### src/rtl/icsq_pkg.sv
package icsq_pkg;
  typedef enum logic [1:0] {
    ST_RUN    = 2'd0,
    ST_BASE   = 2'd1,
    ST_CASC   = 2'd2,
    ST_FOURTH = 2'd3
  } seq_st_t;

  typedef enum logic [2:0] {
    WK_NONE = 3'd0,
    WK_INIT = 3'd1,
    WK_MODE = 3'd2,
    WK_CMD  = 3'd3,
    WK_DATA = 3'd4
  } wr_kind_t;

  // command-address field positions (decoded by neighbours, so fixed)
  localparam int B_INIT   = 4;
  localparam int B_MODE   = 3;
  localparam int B_POLL   = 2;
  localparam int B_RSEL_E = 1;
  localparam int B_RSEL   = 0;
  localparam int B_SMM_E  = 6;
  localparam int B_SMM    = 5;
  localparam int B_NEED4  = 0;
  localparam int B_SINGLE = 1;
  localparam int B_FNM    = 4;
  localparam int B_AEOI   = 1;
  localparam int VB_LSB   = 3;
endpackage

### src/rtl/icsq_wr_class.sv
module icsq_wr_class
  import icsq_pkg::*;
#(
  parameter int DW = 8
) (
  input  logic          wr,
  input  logic          addr,
  input  logic [DW-1:0] wdata,
  output wr_kind_t      kind
);
  always_comb begin
    if (!wr)                kind = WK_NONE;
    else if (addr)          kind = WK_DATA;
    else if (wdata[B_INIT]) kind = WK_INIT;
    else if (wdata[B_MODE]) kind = WK_MODE;
    else                    kind = WK_CMD;
  end
endmodule

### src/rtl/icsq_init_seq.sv
module icsq_init_seq
  import icsq_pkg::*;
(
  input  logic    clk,
  input  logic    rst_n,
  input  logic    start,
  input  logic    need4_in,
  input  logic    single_in,
  input  logic    step,
  output seq_st_t st_o,
  output logic    base_we_o,
  output logic    fourth_we_o
);
  seq_st_t st_q, st_d;
  logic    need4_q, need4_d, single_q, single_d;
  logic    en;

  assign en = start | step;

  always_comb begin
    st_d     = st_q;
    need4_d  = need4_q;
    single_d = single_q;
    if (start) begin
      st_d     = ST_BASE;
      need4_d  = need4_in;
      single_d = single_in;
    end else if (step) begin
      unique case (st_q)
        ST_BASE:   st_d = single_q ? (need4_q ? ST_FOURTH : ST_RUN) : ST_CASC;
        ST_CASC:   st_d = need4_q ? ST_FOURTH : ST_RUN;
        ST_FOURTH: st_d = ST_RUN;
        default:   st_d = ST_RUN;
      endcase
    end
  end

  always_ff @(posedge clk or negedge rst_n) begin
    if (!rst_n) begin
      st_q     <= ST_RUN;
      need4_q  <= 1'b0;
      single_q <= 1'b0;
    end else if (en) begin
      st_q     <= st_d;
      need4_q  <= need4_d;
      single_q <= single_d;
    end
  end

  assign st_o        = st_q;
  assign base_we_o   = step & ~start & (st_q == ST_BASE);
  assign fourth_we_o = step & ~start & (st_q == ST_FOURTH);
endmodule

### src/rtl/icsq_rot_find.sv
module icsq_rot_find #(
  parameter  int LINES = 8,
  localparam int LW    = $clog2(LINES)
) (
  input  logic [LINES-1:0] req,
  input  logic [LW-1:0]    base,
  output logic             hit,
  output logic [LW-1:0]    line
);
  // LINES must be a power of two so that the index wraps in LW bits
  always_comb begin
    hit  = 1'b0;
    line = '0;
    for (int i = LINES - 1; i >= 0; i--) begin
      if (req[LW'(int'(base) + i)]) begin
        hit  = 1'b1;
        line = LW'(int'(base) + i);
      end
    end
  end
endmodule

### src/rtl/irq_cmd_seq.sv
module irq_cmd_seq
  import icsq_pkg::*;
#(
  parameter  int LINES = 8,
  parameter  int DW    = 8,
  localparam int LW    = $clog2(LINES)
) (
  input  logic             clk,
  input  logic             rst_n,
  input  logic             bus_addr,
  input  logic [DW-1:0]    bus_wdata,
  input  logic             bus_wr,
  input  logic             bus_rd,
  output logic [DW-1:0]    bus_rdata,
  input  logic [LINES-1:0] irr_in,
  input  logic [LINES-1:0] isr_in,
  input  logic             win_valid,
  input  logic [LW-1:0]    win_line,
  output logic [LINES-1:0] mask_o,
  output logic [DW-1:0]    vec_base_o,
  output logic [LW-1:0]    prio_off_o,
  output logic             auto_eoi_o,
  output logic             rot_aeoi_o,
  output logic             fully_nested_o,
  output logic             spec_mask_o,
  output logic [LINES-1:0] isr_clr_o,
  output logic             ack_o,
  output logic [LW-1:0]    ack_line_o,
  output logic             ctl_clr_o
);
  wr_kind_t kind;
  seq_st_t  seq_st;
  logic     base_we, fourth_we, run_w;
  logic     init_go, data_go, mode_go, cmd_go, mask_we;
  logic     nsp_hit;
  logic [LW-1:0] nsp_line, lnum;
  logic [2:0]    opc;
  logic     poll_rd, ack_w, rearm;

  logic [LINES-1:0] mask_q, mask_d;
  logic [DW-1:0]    vec_q, vec_d;
  logic [LW-1:0]    off_q, off_d;
  logic aeoi_q, aeoi_d, rot_q, rot_d, fnm_q, fnm_d;
  logic smm_q, smm_d, rsel_q, rsel_d, poll_q, poll_d;
  logic reg_en;

  icsq_wr_class #(.DW(DW)) u_class (
    .wr(bus_wr), .addr(bus_addr), .wdata(bus_wdata), .kind(kind)
  );

  assign init_go = (kind == WK_INIT);
  assign data_go = (kind == WK_DATA);
  assign mode_go = (kind == WK_MODE);
  assign cmd_go  = (kind == WK_CMD);

  icsq_init_seq u_seq (
    .clk(clk), .rst_n(rst_n), .start(init_go),
    .need4_in(bus_wdata[B_NEED4]), .single_in(bus_wdata[B_SINGLE]),
    .step(data_go), .st_o(seq_st), .base_we_o(base_we), .fourth_we_o(fourth_we)
  );

  assign run_w   = (seq_st == ST_RUN);
  assign mask_we = data_go & run_w;

  icsq_rot_find #(.LINES(LINES)) u_find (
    .req(isr_in), .base(off_q), .hit(nsp_hit), .line(nsp_line)
  );

  assign opc     = bus_wdata[DW-1 -: 3];
  assign lnum    = bus_wdata[LW-1:0];
  assign poll_rd = bus_rd & poll_q;
  assign ack_w   = poll_rd & win_valid;
  assign rearm   = mode_go & bus_wdata[B_POLL];

  // command pulses
  always_comb begin
    isr_clr_o = '0;
    if (cmd_go) begin
      if ((opc == 3'd1 || opc == 3'd5) && nsp_hit) isr_clr_o[nsp_line] = 1'b1;
      if (opc == 3'd3 || opc == 3'd7)              isr_clr_o[lnum]     = 1'b1;
    end
  end
  assign ack_o      = ack_w;
  assign ack_line_o = ack_w ? win_line : '0;
  assign ctl_clr_o  = init_go;

  // read path: state before any same-cycle write
  always_comb begin
    if (poll_q)        bus_rdata = win_valid ? (DW'(1) << (DW-1)) | DW'(win_line) : '0;
    else if (bus_addr) bus_rdata = DW'(mask_q);
    else               bus_rdata = rsel_q ? DW'(isr_in) : DW'(irr_in);
  end

  // next state: acknowledge first, write last
  always_comb begin
    mask_d = mask_q; vec_d = vec_q; off_d = off_q;
    aeoi_d = aeoi_q; rot_d = rot_q; fnm_d = fnm_q;
    smm_d  = smm_q;  rsel_d = rsel_q; poll_d = poll_q;
    if (poll_rd) poll_d = 1'b0;
    if (ack_w && aeoi_q && rot_q) off_d = win_line + LW'(1);
    if (init_go) begin
      mask_d = '0; vec_d = '0; off_d = '0;
      aeoi_d = 1'b0; rot_d = 1'b0; fnm_d = 1'b0;
      smm_d  = 1'b0; rsel_d = 1'b0; poll_d = 1'b0;
    end else begin
      if (mask_we)   mask_d = bus_wdata[LINES-1:0];
      if (base_we)   vec_d  = {bus_wdata[DW-1:VB_LSB], VB_LSB'(0)};
      if (fourth_we) begin
        fnm_d  = bus_wdata[B_FNM];
        aeoi_d = bus_wdata[B_AEOI];
      end
      if (mode_go) begin
        if (rearm)                poll_d = 1'b1;
        if (bus_wdata[B_RSEL_E])  rsel_d = bus_wdata[B_RSEL];
        if (bus_wdata[B_SMM_E])   smm_d  = bus_wdata[B_SMM];
      end
      if (cmd_go) begin
        unique case (opc)
          3'd0, 3'd4: rot_d = opc[2];
          3'd5:       if (nsp_hit) off_d = nsp_line + LW'(1);
          3'd6, 3'd7: off_d = lnum + LW'(1);
          default:    ;
        endcase
      end
    end
  end

  assign reg_en = bus_wr | bus_rd;

  always_ff @(posedge clk or negedge rst_n) begin
    if (!rst_n) begin
      mask_q <= '0; vec_q <= '0; off_q <= '0;
      aeoi_q <= 1'b0; rot_q <= 1'b0; fnm_q <= 1'b0;
      smm_q  <= 1'b0; rsel_q <= 1'b0; poll_q <= 1'b0;
    end else if (reg_en) begin
      mask_q <= mask_d; vec_q <= vec_d; off_q <= off_d;
      aeoi_q <= aeoi_d; rot_q <= rot_d; fnm_q <= fnm_d;
      smm_q  <= smm_d;  rsel_q <= rsel_d; poll_q <= poll_d;
    end
  end

  assign mask_o         = mask_q;
  assign vec_base_o     = vec_q;
  assign prio_off_o     = off_q;
  assign auto_eoi_o     = aeoi_q;
  assign rot_aeoi_o     = rot_q;
  assign fully_nested_o = fnm_q;
  assign spec_mask_o    = smm_q;
endmodule

### config.mk
export PLATFORM = sky130hd
export DESIGN_NAME = irq_cmd_seq
export DESIGN_NICKNAME = d
export VERILOG_FILES = /design/src/rtl/icsq_pkg.sv /design/src/rtl/icsq_wr_class.sv /design/src/rtl/icsq_init_seq.sv /design/src/rtl/icsq_rot_find.sv /design/src/rtl/irq_cmd_seq.sv
export SDC_FILE = /design/constraint.sdc
export NUM_CORES = 1
export LEC_CHECK = 0
export BUFFER_PORTS_ARGS = -buffer_cell sky130_fd_sc_hd__buf_2
export CAP_MARGIN = 10
export CORE_MARGIN = 5
export CORE_UTILIZATION = 30
export CTS_CLUSTER_SIZE = 20
export DETAILED_ROUTE_END_ITERATION = 6
export HOLD_SLACK_MARGIN = 0.03
export REMOVE_ABC_BUFFERS = 1
export SKIP_LAST_GASP = 1
export SYNTH_ARGS = -nofsm -noshare
export SYNTH_HDL_FRONTEND = slang
export SYNTH_SLANG_ARGS = --single-unit
export TNS_END_PERCENT = 5
### constraint.sdc
create_clock -name clk -period 3.7 [get_ports clk]
set_clock_uncertainty 0.15 [all_clocks]
set_input_delay 0.74 -clock clk [delete_from_list [all_inputs] [get_ports clk]]
set_output_delay 0.74 -clock clk [all_outputs]
set_load 0.01 [all_outputs]
After elaboration in Yosys (flattened, before gate mapping)
Index checks and enable logic that the tools add are counted.
{"block": "totals", "reg_bits": 29, "input_bits": 33, "output_inout_bits": 44}
{"block": "classes", "add_sub_neg": 10, "order_cmp": 12, "n_eq_ne": 13, "muxes": 88, "n_bitwise": 11, "n_reduce_logical": 28}
{"op": "$mux W8", "n": 12}
{"op": "$mux W3", "n": 16}
{"op": "$mux W1", "n": 44}
{"op": "$lt A3 B5 Y1 const B", "n": 8}
{"op": "$bmux W1 S3", "n": 8}
{"op": "$reduce_bool A2 Y1", "n": 9}
{"op": "$eq A3 B3 Y1 const B", "n": 5}
{"op": "$add A3 B1 Y3 const B", "n": 4}
{"op": "$add A3 B3 Y3 const B", "n": 4}
{"op": "$reduce_and A2 Y1", "n": 5}
{"op": "$eq A3 B2 Y1 const B", "n": 3}
{"op": "$reduce_and A3 Y1", "n": 3}
{"op": "$lt A3 B4 Y1 const B", "n": 2}
{"op": "$mux W2", "n": 4}
{"op": "$or A8 B8 Y8", "n": 1}
{"op": "$and A1 B1 Y1", "n": 7}
{"op": "$add A3 B2 Y3 const B", "n": 2}
{"op": "$demux W1 S3", "n": 2}
{"op": "$eq A3 B1 Y1 const B", "n": 2}
{"op": "$ge A3 B1 Y1 const B", "n": 2}
{"op": "$pmux W3 S2", "n": 1}
{"op": "$logic_and A1 B1 Y1", "n": 5}
{"op": "$eq A2 B2 Y1 const B", "n": 2}
{"op": "$pmux W2 S2", "n": 1}
{"op": "other kinds (7)", "n": 10}

Depth between registers and ports, before layout
Gate-level depths: netlist (run 1).
{"block": "logic_depth", "word_depth": 21, "depth_mapped": 18, "ltp_nobuf": 13}

Cells and area by module
A second synthesis (run 1) with hierarchy kept.
{"block": "unflattened", "cells_unflattened": 316, "hier_area_um2": 2717.6}
{"module": "irq_cmd_seq", "instances": 1, "cells_each": 198, "area_per_inst_um2": 1661.6, "seq_area_each_um2": 550.5}
{"module": "icsq_rot_find", "instances": 1, "cells_each": 90, "area_per_inst_um2": 782.0, "seq_area_each_um2": 0.0}
{"module": "icsq_init_seq", "instances": 1, "cells_each": 23, "area_per_inst_um2": 236.5, "seq_area_each_um2": 100.1}
{"module": "icsq_wr_class", "instances": 1, "cells_each": 5, "area_per_inst_um2": 37.5, "seq_area_each_um2": 0.0}

Least setup slack after synthesis (run 1)
No wires, ideal clock.
{"block": "synth_timing", "path_kind": "reg2out", "from": "register off_q[0] (netlist: prio_off_o[0])", "to": "output isr_clr_o[2]", "arrival_ns": 3.196, "setup_slack_ns": -0.386, "stages_incl_launch_ff": 14, "path_buffers": 4, "cell_sequence": "dfrtp_1 buf_6 buf_6 buf_4 inv_1 ha_1 clkbuf_1 xnor2_1 mux4_2 a311oi_1 a21oi_1 o32ai_2 nand2_1 o32ai_1"}
{"block": "synth_via", "elab_chain_cells": 21}
{"element": "start, declared", "line": "irq_cmd_seq.sv:42", "rtl": "logic [LW-1:0] off_q, off_d;"}
{"element": "start signal, assigned", "line": "irq_cmd_seq.sv:132", "rtl": "mask_q <= '0; vec_q <= '0; off_q <= '0;"}
{"element": "start signal, assigned", "line": "irq_cmd_seq.sv:136", "rtl": "mask_q <= mask_d; vec_q <= vec_d; off_q <= off_d;"}
{"element": "$add A3 B3 Y3", "line": "icsq_rot_find.sv:15, icsq_rot_find.sv:17"}
{"element": "$bmux W1 S3", "line": "icsq_rot_find.sv:15", "rtl": "if (req[LW'(int'(base) + i)]) begin"}
{"element": "$mux W1 (not written as such) (2 in series)", "line": "icsq_rot_find.sv:15"}
{"element": "$mux W3 (8 in series)", "line": "icsq_rot_find.sv:15"}
{"element": "$lt A3 B4 Y1 (not written as such) / $ge A3 B1 Y1 (equally long branches)", "line": "irq_cmd_seq.sv:79", "rtl": "if ((opc == 3'd1 || opc == 3'd5) && nsp_hit) isr_clr_o[nsp_line] = 1'b1;"}
{"element": "$logic_and A1 B1 Y1 (not written as such)", "line": "irq_cmd_seq.sv:79"}
{"element": "$mux W1 (not written as such)", "line": "irq_cmd_seq.sv:79"}
{"element": "$demux W1 S3", "line": "irq_cmd_seq.sv:79"}
{"element": "$mux W8 *", "line": "irq_cmd_seq.sv:79"}
{"element": "$mux W8 *", "line": "irq_cmd_seq.sv:78", "rtl": "if (cmd_go) begin"}
{"element": "$or A8 B8 Y8 (no source line)"}
{"element": "$mux W8 *", "line": "irq_cmd_seq.sv:80", "rtl": "if (opc == 3'd3 || opc == 3'd7) isr_clr_o[lnum] = 1'b1;"}
{"element": "$mux W8 *", "line": "irq_cmd_seq.sv:78"}
{"element": "end, declared", "line": "irq_cmd_seq.sv:26", "rtl": "output logic [LINES-1:0] isr_clr_o,"}
Mark *: on every way between the ends. The rest lies on a longest branch, timed or not. The select of a mux whose other input is x is not followed.

Final worst setup path (run 1)
{"block": "layout_timing", "from": "register off_q[0] (netlist: prio_off_o[0])", "to": "output isr_clr_o[5]"}
Same word-level chain as after synthesis.

==> summary.md, run 1 <==
| Metric | Value |
|---|---|
| Core ar. | 0.00920 sq mm |
| Mean Syn Cell Area | 8.31 sq um |
| Worst Hold Class | in2async |
| Tot GR Track Use | 16.7% |
| Crit-path max FO | 9 |
| Overflow left after global routing | 0 |
| Layout net count | 492 |
| Relative slew slack | 59.5% |
| Netlist cell types | 64 |
| Crit Path Class | reg2out |
| Die X-Extent | 107 um |
| H-tree levels | 1 |
| EDFF count, synth | 0 |
| Synth Register Bits | 26 |
| Lkg Pwr | 0.00180 uW |
| Commonest cells in the synthesized netlist | nand2_1, mux2i_1, a21oi_1 |
| Most frequent cell after synthesis | nand2_1 |
| Max_cap viols | 0 |
| Drt total wl | 9.65 mm |
| RSZ-0062 raised after global routing | true |
| Failing checks | setup timing |
| Post-route antenna net violation count | 0 |
| Initial core utilization | 30.6% |
| Area grow syn2layout | 36.5% |
| Seq/Total Area, Yosys | 23.1% |
| Gpl congestion | 0.889 |
| Largest net degree at the start of global routing | 27 |
| Clock Path Buffers | 2 |
| Synth warn | 0 |
| WP data arrival | 3140 ps |
| CTS tree | built |
| Pre-antenna DRT Iters | 4 |
| Number of global-route vias before repair | 3006 |
| Endpoints failing setup | 8 |
| # rows | 35 |
| Die area | 0.0114 sq mm |
| Cell Count Post-Placement | 551 |
| CP max stage delay | 540 ps |
| Ranking of synthesized cells by area | dfrtp_1, mux2i_1, mux4_2 |
| Fin cells | 560 |
| Clk sinks | 26 |
| Post-synth ARST share | 100% |
| Initial antenna violation count | 0 |
| Worst Max-Slew Pin Slew | 608 ps |
| DR vias | 3075 |
| Final Cycle Share | 109% |
| First-pass GRT wire length | 15.5 mm |
| CP max stage cell | mux4_2 |
| DP Worst Slack | -295 ps |
| Fin crit period | 4030 ps |
| Delay-heaviest family, CP | compound AO/OA/AOI/OAI gates |
| FMAX | 248 MHz |
| Register area | 653 sq um |
| Mapped cell area | 0.00282 sq mm |
| Num CTS Buffers | 3 |
| CP Cell Sequence | buf_8 -> buf_6 -> mux4_2 -> buf_4 -> a32oi_2 -> nand3_1 -> a2111o_1 -> buf_4 -> o211ai_1 -> o32ai_2 -> buf_2 |
| WP buf/inv | 5 |
| CP Capture Type | output pin |
| Worst skew pair latency | 270 ps |
| Slew Viols, Final | 0 |
| Area occupied by multi-input gates | 0.00211 sq mm |
| Vias per inst | 5.49 |
| Critical path startpoint category | register |
| Reg2Reg Setup Slack | 340 ps |
| Final worst slack | -328 ps |
| Yosys top cell area share | 23.1% |
| CP required | 2810 ps |
| Mapped Cells | 339 |
| FILL cells | 926 |
| I/O Pins | 77 |
| WL per Instance | 17.2 um |
| Max VDD drop | 255 uV |
| Cell mode on critical path | buf_4 |
| Hold buffer count at cts | 0 |
| Clock transition at path regs | 100 ps |
| Diodes inserted | 0 |
| Endpoints failing hold | 0 |
| Chip height | 107 um |
| Post-synth top flop | dfrtp_1 |
| Utilization after layout | 41.8% |
| Drt drc | 0 |
| Root buffer cell | clkbuf_8 |
| Cell taking the most area after synthesis | dfrtp_1 |
| DP HPWL | 7.54 mm |
| I/O Buffers | 73 |
| Status | complete, but fails checks |
| Layout cell share with drive strength beyond 1 | 40.3% |
| Power Density | 398 mW/mm^2 |
| Starting DRT DRC Count | 141 |
==> worst reg2reg max path, stage by stage (launching register included) <==
cell and delay (ps):
dfrtp_2 450, buf_8 160, buf_4 140, mux4_2 520
and2_4 190, a211o_4 340, a311oi_2 200, o21ai_1 110
and3_4 230, inv_2 120, buf_4 120, ha_1 230
o2bb2ai_1 140, a21o_1 180
==> stage by stage <==
| step | instance area, sq um | hold WS [ps] | setup TNS, ps | power, uW |
|---|---|---|---|---|
| 3_3_place_gp | 3590 | 343 | -1780 | 1220 |
| 4_1_cts | 3750 | 331 | -2470 | 1500 |
| 2_1_floorplan | 2670 | 294 | -4240 | 862 |
| 3_5_place_dp | 3590 | 346 | -2030 | 1230 |
| 6_report | 3840 | 316 | -2370 | 1530 |
| 5_1_grt | 3840 | 353 | -3350 | 1640 |
==> worst paths after layout <==
path,startpoint,to,cells past startpoint
setup / recovery,prio_off_o[0],isr_clr_o[5],11
hold / removal,rst_n,vec_base_o[5],1
min in group clk,u_seq.need4_q,u_seq.need4_q,2
max in group asynchronous,rst_n,prio_off_o[0],1
setup reg to reg,prio_off_o[0],prio_off_o[1],13
hold reg to reg,u_seq.need4_q,u_seq.need4_q,2
==> placed cells by master (no fill, tap or decap), drive strengths merged, types with 10 or more instances in the layout <==
cell / n
dfrtp: 26
a21oi: 27
nor2: 26
o21ai: 17
nand3: 12
mux2i: 31
nand2: 42
nor3: 11
buf: 133
o32ai: 10
inv: 11
==> per-layer routing <==
metal | up-vias | wire length [um] | GRT usage [%]
li1 | 1478 | - | -
met1 | 1500 | 4360 | 22.8
met2 | 87 | 4670 | 29.0
met3 | 10 | 502 | 1.87
met4 | 0 | 125 | 2.65
met5 | - | 0 | 0
==> cells by family (layout without fill, tap and decap cells) <==
kind of cell / Yosys count / after routing / synth area share [%]
other: 1 / 3 / 0.133
and+or+nand+nor: 115 / 115 / 19.5
adders and majority gates: 9 / 9 / 4.00
AOI/OAI and AO/OA: 96 / 96 / 24.1
xor gates and xnor gates: 6 / 6 / 2.13
muxes: 45 / 45 / 20.1
DFF: 26 / 26 / 23.1
buffers and inverters: 41 / 149 / 6.97
==> flip-flops by register name (all words and copies together) (netlist names), 2 cells and up <==
signal      count
vec_base_o      5
u_seq.st_o      2
prio_off_o      3
mask_o          8
==> layout make-up <==
type / count / share of cell area (%)
well taps: 111 / 3.61
repair buffers: 133 / 21.5
clock buffers: 3 / 1.07
flip-flops and latches: 26 / 17.0
inverters: 12 / 1.17
clock inverters: 1 / 0.781
multi-input cells: 274 / 54.9
==> power breakdown <==
group | total (uW) | internal (uW) | switching, uW
sequential | 395 | 333 | 62.6
clock | 240 | 145 | 94.8
combinational | 896 | 436 | 460
total | 1530 | 914 | 618
==> what timing repair did <==
action / 4_1_cts / 5_1_grt
pin swaps: 4 / 7
setup buffers: 4 / 1
endpoints found under the setup margin: 8 / 8
resized for setup: 10 / 21
Note: power is estimated with default switching activity, not from simulation.
==> run 2, diff against run 1 <==
- SYNTH_HIERARCHICAL: not set -> 1
==> run 2 against run 1 <==
Net effect:
- the run still ends with setup timing left
- critical path type unchanged
- via count down 5.8%
- non-clock buffer count is 12 lower
- worst setup slack better by 46 ps
- sequential power increased by 3%
- hold slack worse by 16 ps
- largest cell class unchanged
- fmax up 1.2%
==> summary.md, run 2 <==
| Metric | Value |
|---|---|
| Netlist cell types | 64 (unchanged) |
| Drt total wl | 9.07 mm (was 9.65 mm) |
| Synth warn | 6 (was 0) |
| Failing checks | setup timing (unchanged) |
| Post-route antenna net violation count | 0 (unchanged) |
| Mapped cell area | 0.00272 sq mm (was 0.00282 sq mm) |
| DP HPWL | 7.12 mm (was 7.54 mm) |
| Synth Register Bits | 26 (unchanged) |
| Reg-to-reg critical path startpoint | prio_off_o[0] (unchanged) |
| Max VDD drop | 175 uV (was 255 uV) |
| Final worst slack | -282 ps (was -328 ps) |
| Post-synth top flop | dfrtp_1 (unchanged) |
| Delay-heaviest family, CP | multiplexers (was compound AO/OA/AOI/OAI gates) |
| Seq/Total Area, Yosys | 23.9% (was 23.1%) |
| Chip height | 105 um (was 107 um) |
| I/O Pins | 77 (unchanged) |
| Worst Reg2Reg Path Length in Cells | 13 (unchanged) |
| Met1 usage | 21.4% (was 22.8%) |
| CP Cell Sequence | buf_6 -> mux4_2 -> buf_4 -> mux2_2 -> o21ai_2 -> o221ai_1 -> nor2_2 -> nor2b_1 -> a22oi_1 -> nor2_1 -> buf_2 (was buf_8 -> buf_6 -> mux4_2 -> buf_4 -> a32oi_2 -> nand3_1 -> a2111o_1 -> buf_4 -> o211ai_1 -> o32ai_2 -> buf_2) |
| Status | complete, but fails checks (unchanged) |
| CP max stage delay | 540 ps (about the same) |
| Lkg Pwr | 0.00166 uW (was 0.00180 uW) |
| Pre-antenna DRT Iters | 4 (unchanged) |
| Commonest cells in the synthesized netlist | nor2_1, nand2_1, dfrtp_1 (was nand2_1, mux2i_1, a21oi_1) |
| GRT busiest layer | met2 (unchanged) |
| Die area | 0.0111 sq mm (was 0.0114 sq mm) |
| Mean Syn Cell Area | 8.60 sq um (was 8.31 sq um) |
| Most frequent cells in the layout | buf_2, buf_4, nor2_1 (was buf_2, buf_4, nand2_1) |
| Post-synth ARST share | 100% (unchanged) |
| RSZ-0062 raised after global routing | true (unchanged) |
| H-tree levels | 1 (unchanged) |
| Clk pwr share | 16.0% (was 15.6%) |
| CP Capture Type | output pin (unchanged) |
| TNS Setup | -1960 ps (was -2370 ps) |
| Area grow syn2layout | 32.9% (was 36.5%) |
| Clock transition at path regs | 100 ps (about the same) |
| Starting DRT DRC Count | 138 (was 141) |
| # rows | 34 (was 35) |
| Tot GR Track Use | 16.1% (was 16.7%) |
| Reg2Reg Setup Slack | 80 ps (was 340 ps) |
| Gpl congestion | 0.891 (was 0.889) |
| First-pass GRT wire length | 14.8 mm (was 15.5 mm) |
| Layout cell share with drive strength beyond 1 | 40.9% (was 40.3%) |
| Slew Viols, Final | 0 (unchanged) |
| Max reg flops | 8 (unchanged) |
| Most frequent cell after synthesis | nor2_1 (was nand2_1) |
| Yosys top cell area share | 23.9% (was 23.1%) |
| Critical path startpoint category | register (unchanged) |
| Overflow left after global routing | 0 (unchanged) |
| Crit Path Class | reg2out (unchanged) |
| Pwr Total | 1190 uW (was 1530 uW) |
| Sw Share | 39.2% (was 40.3%) |
| Drt drc | 0 (unchanged) |
| WP buf/inv | 3 (was 5) |
| Endpoints failing hold | 0 (unchanged) |
| Core ar. | 0.00876 sq mm (was 0.00920 sq mm) |
| WL per Instance | 17.1 um (was 17.2 um) |
| CP required | 2810 ps (about the same) |
| Final Cycle Share | 108% (was 109%) |
| Worst setup path startpoint | prio_off_o[0] (unchanged) |
| Worst skew pair latency | 280 ps (was 270 ps) |
| Met2 Use GR | 27.2% (was 29.0%) |
| Num CTS Buffers | 3 (unchanged) |
| Root buffer cell | clkbuf_8 (unchanged) |
| Sequential group share of total power | 34.0% (was 25.8%) |
| Internal power | 727 uW (was 914 uW) |
| Clock Path Buffers | 2 (unchanged) |
| Initial core utilization | 31.0% (was 30.6%) |
| Hold buffer count at cts | 0 (unchanged) |
| Worst Max-Slew Pin Slew | 806 ps (was 608 ps) |
| EDFF count, synth | 0 (unchanged) |
| Endpoints failing setup | 8 (unchanged) |
| CTS tree | built (unchanged) |
| Vias per inst | 5.46 (was 5.49) |
| Number of global-route vias before repair | 2904 (was 3006) |
| Comb pwr share | 49.9% (was 58.5%) |
| Ranking of synthesized cells by area | dfrtp_1, mux4_1, mux2i_1 (was dfrtp_1, mux2i_1, mux4_2) |
| Cell Area, Placed | 0.00342 sq mm (was 0.00359 sq mm) |
| Met3 Use GR | 2.22% (was 1.87%) |
| I/O Buffers | 73 (unchanged) |
| Relative slew slack | 46.0% (was 59.5%) |
| Design Area, Final | 0.00361 sq mm (was 0.00384 sq mm) |
| WP data arrival | 3090 ps (was 3140 ps) |
| Clk sinks | 26 (unchanged) |
| Net Switching | 468 uW (was 618 uW) |
| Die X-Extent | 105 um (was 107 um) |
| Leading cell type in the layout, fill and taps excluded | buf_2 (unchanged) |
| Layout net count | 463 (was 492) |
| Cell taking the most area after synthesis | dfrtp_1 (unchanged) |
| Power Density | 331 mW/mm^2 (was 398 mW/mm^2) |
| Hold slack | 299 ps (was 316 ps) |
| Worst Hold Class | in2async (unchanged) |
| Max_cap viols | 0 (unchanged) |
| Crit-path max FO | 7 (was 9) |
| Fin crit period | 3980 ps (was 4030 ps) |
| Mapped Cells | 316 (was 339) |
| DR vias | 2896 (was 3075) |
| Crit Reg-Reg Endpoint | prio_off_o[2] (was prio_off_o[1]) |
| CP max stage cell | mux4_2 (unchanged) |
| Initial antenna violation count | 1 (was 0) |
| Largest net degree at the start of global routing | 27 (unchanged) |
| FMAX | 251 MHz (was 248 MHz) |
run 2: cell types whose count changed in the layout (fill, tap and decap cells not counted), sizes merged, moves of 7 or more:
| cell | before | now |
|---|---|---|
| o32ai | 10 | 0 |
| a32o | 1 | 8 |
| buf | 133 | 121 |
| mux2i | 31 | 12 |
| a22oi | 0 | 7 |
| nand2 | 42 | 28 |
| nor3 | 11 | 3 |
run 2: worst reg2reg max path, cell delays in order, from the launching register on:
cell and delay [ps]:
dfrtp_1 420, buf_6 160, mux4_2 540, buf_4 180
mux2_2 310, a211o_1 300, o221ai_1 200, nor2_2 120
buf_4 150, ha_1 180, xnor2_1 150, a21oi_1 80
a311o_1 320, a32o_1 260
run 2: worst max-delay path by stage:
stage | to | cells after the start
5_1_grt | isr_clr_o[3] | 11
4_1_cts | isr_clr_o[6] | 12
2_1_floorplan | isr_clr_o[6] | 11
3_5_place_dp | isr_clr_o[6] | 12
6_report | isr_clr_o[3] | 11
3_3_place_gp | isr_clr_o[5] | 12
run 2: cells by family (layout without fill, tap and decap cells):
group | after synthesis | in the layout | synth area share, %
muxes | 31 | 31 | 17.3
AOI/OAI and AO/OA | 94 | 94 | 23.6
and+or+nand+nor | 113 | 113 | 22.1
adders and majority gates | 8 | 8 | 3.68
other | 1 | 4 | 0.138
buffers and inverters | 37 | 140 | 7.37
xor gates and xnor gates | 6 | 6 | 1.93
DFF | 26 | 26 | 23.9
run 2: metal layers:
layer / part of all wire (%) / wire, um / up-vias
met2: 47 / 4250 / 106
met4: 2.1 / 190 / 0
met3: 5.8 / 529 / 15
li1: - / - / 1376
met1: 45 / 4100 / 1399
met5: 0 / 0 / -
run 2: final cells by class:
type	instances	area (sq um)
antenna	1	2.50
clock buffer	4	55.1
fill	906	5150
inverter	15	68.8
multi-input combinational	255	1960
sequential	26	651
tap	108	135
timing repair buffer	121	741
run 2: stage by stage:
step | setup slack [ps] | std cells | utilization (%)
after floorplan | -596 | 296 | -
after global placement | -398 | 520 | 39.0
after detailed placement | -308 | 520 | 39.0
after CTS | -214 | 526 | 40.7
after global routing | -448 | 530 | 41.2
final | -282 | 530 | 41.2
run 2: what timing repair did:
action	CTS	global route
resized for setup	26	5
endpoints found under the setup margin	9	9
pin swaps	13	5
setup buffers	4	3
run 2: power by group through the flow:
stage / combinational, uW / sequential (uW) / clock [uW]
final: 596 / 406 / 192
after global routing: 656 / 416 / 204
after CTS: 584 / 406 / 198
after detailed placement: 556 / 411 / 0
after global placement: 549 / 410 / 0
after floorplan: 287 / 420 / 0
==> run 3, diff against run 2 <==
- GPL_TIMING_DRIVEN: not set -> 0
==> run 3 against run 2 <==
Net effect:
- die area unchanged
- largest cell class unchanged
- final cell count is 5.7% lower
- hold slack better by 12 ps
- critical path depth rose by 1
- register-to-register slack got worse by 120 ps
- clock power increased by 24%
- sequential power grew 1%
- design area is 4.4% lower
- highest routed layer unchanged
- first-iteration DRC count down 29%
- fmax decreased by 2.0%
- worst setup slack worse by 81 ps
- the run still ends with setup timing left
==> summary.md, run 3 (same netlist as run 2, synthesis figures left out) <==
| Metric | Value |
|---|---|
| Status | complete, but fails checks (unchanged) |
| Failing checks | setup timing (unchanged) |
| Worst setup path startpoint | prio_off_o[0] (unchanged) |
| Crit Reg-Reg Endpoint | prio_off_o[2] (unchanged) |
| Diodes inserted | 0 (was 1) |
| Initial core utilization | 31.0% (unchanged) |
| Max_cap viols | 0 (unchanged) |
| Setup crit end | isr_clr_o[0] (was isr_clr_o[3]) |
| Power Density | 348 mW/mm^2 (was 331 mW/mm^2) |
| Largest net degree at the start of global routing | 27 (unchanged) |
| Pre-antenna DRT Iters | 4 (unchanged) |
| Num CTS Buffers | 3 (unchanged) |
| Endpoints failing setup | 9 (was 8) |
| Worst Reg2Reg Path Length in Cells | 14 (was 13) |
| CP Cell Sequence | buf_12 -> buf_4 -> mux4_2 -> mux2_2 -> a31oi_1 -> o21bai_1 -> mux2_4 -> nor3_4 -> buf_4 -> a22oi_1 -> nor2_1 -> buf_2 (was buf_6 -> mux4_2 -> buf_4 -> mux2_2 -> o21ai_2 -> o221ai_1 -> nor2_2 -> nor2b_1 -> a22oi_1 -> nor2_1 -> buf_2) |
| Layout cell share with drive strength beyond 1 | 36.7% (was 40.9%) |
| Endpoints failing hold | 0 (unchanged) |
| Reg2Reg Setup Slack | -40 ps (was 80 ps) |
| Sequential group share of total power | 34.3% (was 34.0%) |
| Chip height | 105 um (unchanged) |
| Area grow syn2layout | 27.1% (was 32.9%) |
| Drt total wl | 8.76 mm (was 9.07 mm) |
| Worst skew pair latency | 280 ps (about the same) |
| Die X-Extent | 105 um (unchanged) |
| I/O Pins | 77 (unchanged) |
| Relative slew slack | 43.5% (was 46.0%) |
| Crit-path max FO | 5 (was 7) |
| Max reg flops | 8 (unchanged) |
| Drt drc | 0 (unchanged) |
| CP Capture Type | output pin (unchanged) |
| Clock transition at path regs | 100 ps (about the same) |
| Slew Viols, Final | 0 (unchanged) |
| Hold buffer count at cts | 0 (unchanged) |
| Worst Hold Class | in2async (unchanged) |
| CP max stage cell | dfrtp_4 (was mux4_2) |
| Pwr Total | 1200 uW (was 1190 uW) |
| FMAX | 246 MHz (was 251 MHz) |
| Final worst slack | -362 ps (was -282 ps) |
| Clk pwr share | 19.8% (was 16.0%) |
| CP required | 2810 ps (about the same) |
| I/O Buffers | 73 (unchanged) |
| Crit Path Class | reg2out (unchanged) |
| Net Switching | 460 uW (was 468 uW) |
| Gpl congestion | 0.888 (was 0.891) |
| Die area | 0.0111 sq mm (unchanged) |
| Final Cycle Share | 110% (was 108%) |
| Tot GR Track Use | 15.5% (was 16.1%) |
| Initial antenna violation count | 0 (was 1) |
| Critical path startpoint category | register (unchanged) |
| Clk sinks | 26 (unchanged) |
| # rows | 34 (unchanged) |
| Hold slack | 311 ps (was 299 ps) |
| Internal power | 741 uW (was 727 uW) |
| Post-route antenna net violation count | 0 (unchanged) |
| First-pass GRT wire length | 14.4 mm (was 14.8 mm) |
| Lkg Pwr | 0.00152 uW (was 0.00166 uW) |
| Leading cell type in the layout, fill and taps excluded | buf_2 (unchanged) |
| Reg-to-reg critical path startpoint | prio_off_o[0] (unchanged) |
| Most frequent cells in the layout | buf_2, nor2_1, nand2_1 (was buf_2, buf_4, nor2_1) |
| Number of global-route vias before repair | 2804 (was 2904) |
| WL per Instance | 17.5 um (was 17.1 um) |
| RSZ-0062 raised after global routing | true (unchanged) |
| Cell mode on critical path | buf_4 |
| Clock Path Buffers | 2 (unchanged) |
| Sw Share | 38.3% (was 39.2%) |
| Worst Max-Slew Pin Slew | 843 ps (was 806 ps) |
| Fin crit period | 4060 ps (was 3980 ps) |
| CTS tree | built (unchanged) |
| Comb pwr share | 45.8% (was 49.9%) |
| WP data arrival | 3170 ps (was 3090 ps) |
| DR vias | 2794 (was 2896) |
| Max VDD drop | 255 uV (was 175 uV) |
| Layout net count | 434 (was 463) |
| H-tree levels | 1 (unchanged) |
| Vias per inst | 5.59 (was 5.46) |
| Core ar. | 0.00876 sq mm (unchanged) |
| Root buffer cell | clkbuf_8 (unchanged) |
| Starting DRT DRC Count | 98 (was 138) |
| Overflow left after global routing | 0 (unchanged) |
| DP HPWL | 6.47 mm (was 7.12 mm) |
| CP max stage delay | 550 ps (was 540 ps) |
-- run 3: cell count changes in the layout (fill, tap and decap cells not counted), moves of 2 or more --
cell,change
buf_4,-28
buf_6,-3
dfrtp_1,-3
dfrtp_2,+2
nor3_2,-2
-- run 3: power by group through the flow --
stage | Sequential, uW | Clock [uW] | Combinational, uW
5_1_grt | 422 | 260 | 603
3_5_place_dp | 420 | 0 | 476
2_1_floorplan | 420 | 0 | 287
6_report | 412 | 238 | 550
4_1_cts | 412 | 243 | 540
3_3_place_gp | 417 | 0 | 469
-- run 3: timing repair --
item                       4_1_cts  5_1_grt
buffers inserted                18        0
pin swaps                       10        2
cloned                           1        0
resized for setup               33        4
setup endpoints to repair       11        9
-- run 3: area by class of cell --
cell class	instances	area [sq um]
Fill cell	921	5310
Multi-Input combinational cell	255	1970
Sequential cell	26	657
Timing Repair Buffer	92	544
Tap cell	108	135
Inverter	15	71.3
Clock buffer	3	41.3
Clock inverter	1	30.0
-- run 3: worst min path at each step --
stage / startpoint / end
final: rst_n / vec_base_o[5]
after global routing: rst_n / u_seq/st_o[1]
after CTS: rst_n / u_seq/st_o[1]
after detailed placement: vec_base_o[7] / vec_base_o[7]
after global placement: vec_base_o[4] / vec_base_o[4]
after floorplan: rst_n / auto_eoi_o
-- run 3: routing by layer --
layer	share of wire [%]	up-vias	global-route usage, %
met5	0	-	0
met4	1.5	0	3.11
met3	6.1	18	2.59
met2	47	100	25.9
met1	45	1353	21.3
li1	-	1323	-
-- run 3: critical path: cells and delay by family, from the launching register on --
| kind | cells | cell delay, ps |
|---|---|---|
| multiplexers | 3 | 1120 |
| buffers and inverters | 4 | 600 |
| AO/OA/AOI/OAI | 3 | 350 |
| flip-flops | 1 | 550 |
| AND/OR/NAND/NOR | 2 | 280 |
-- run 3: per-stage QoR --
stage,TNS (ps),cell area [sq um],util (%),worst slack (ps),std cells
2_1_floorplan,-3920,2590,-,-596,296
6_report,-2680,3450,39.4,-362,500
4_1_cts,-2420,3440,39.2,-340,500
3_3_place_gp,-10810,3090,35.3,-1290,477
5_1_grt,-3850,3450,39.4,-494,500
3_5_place_dp,-11130,3090,35.3,-1330,477
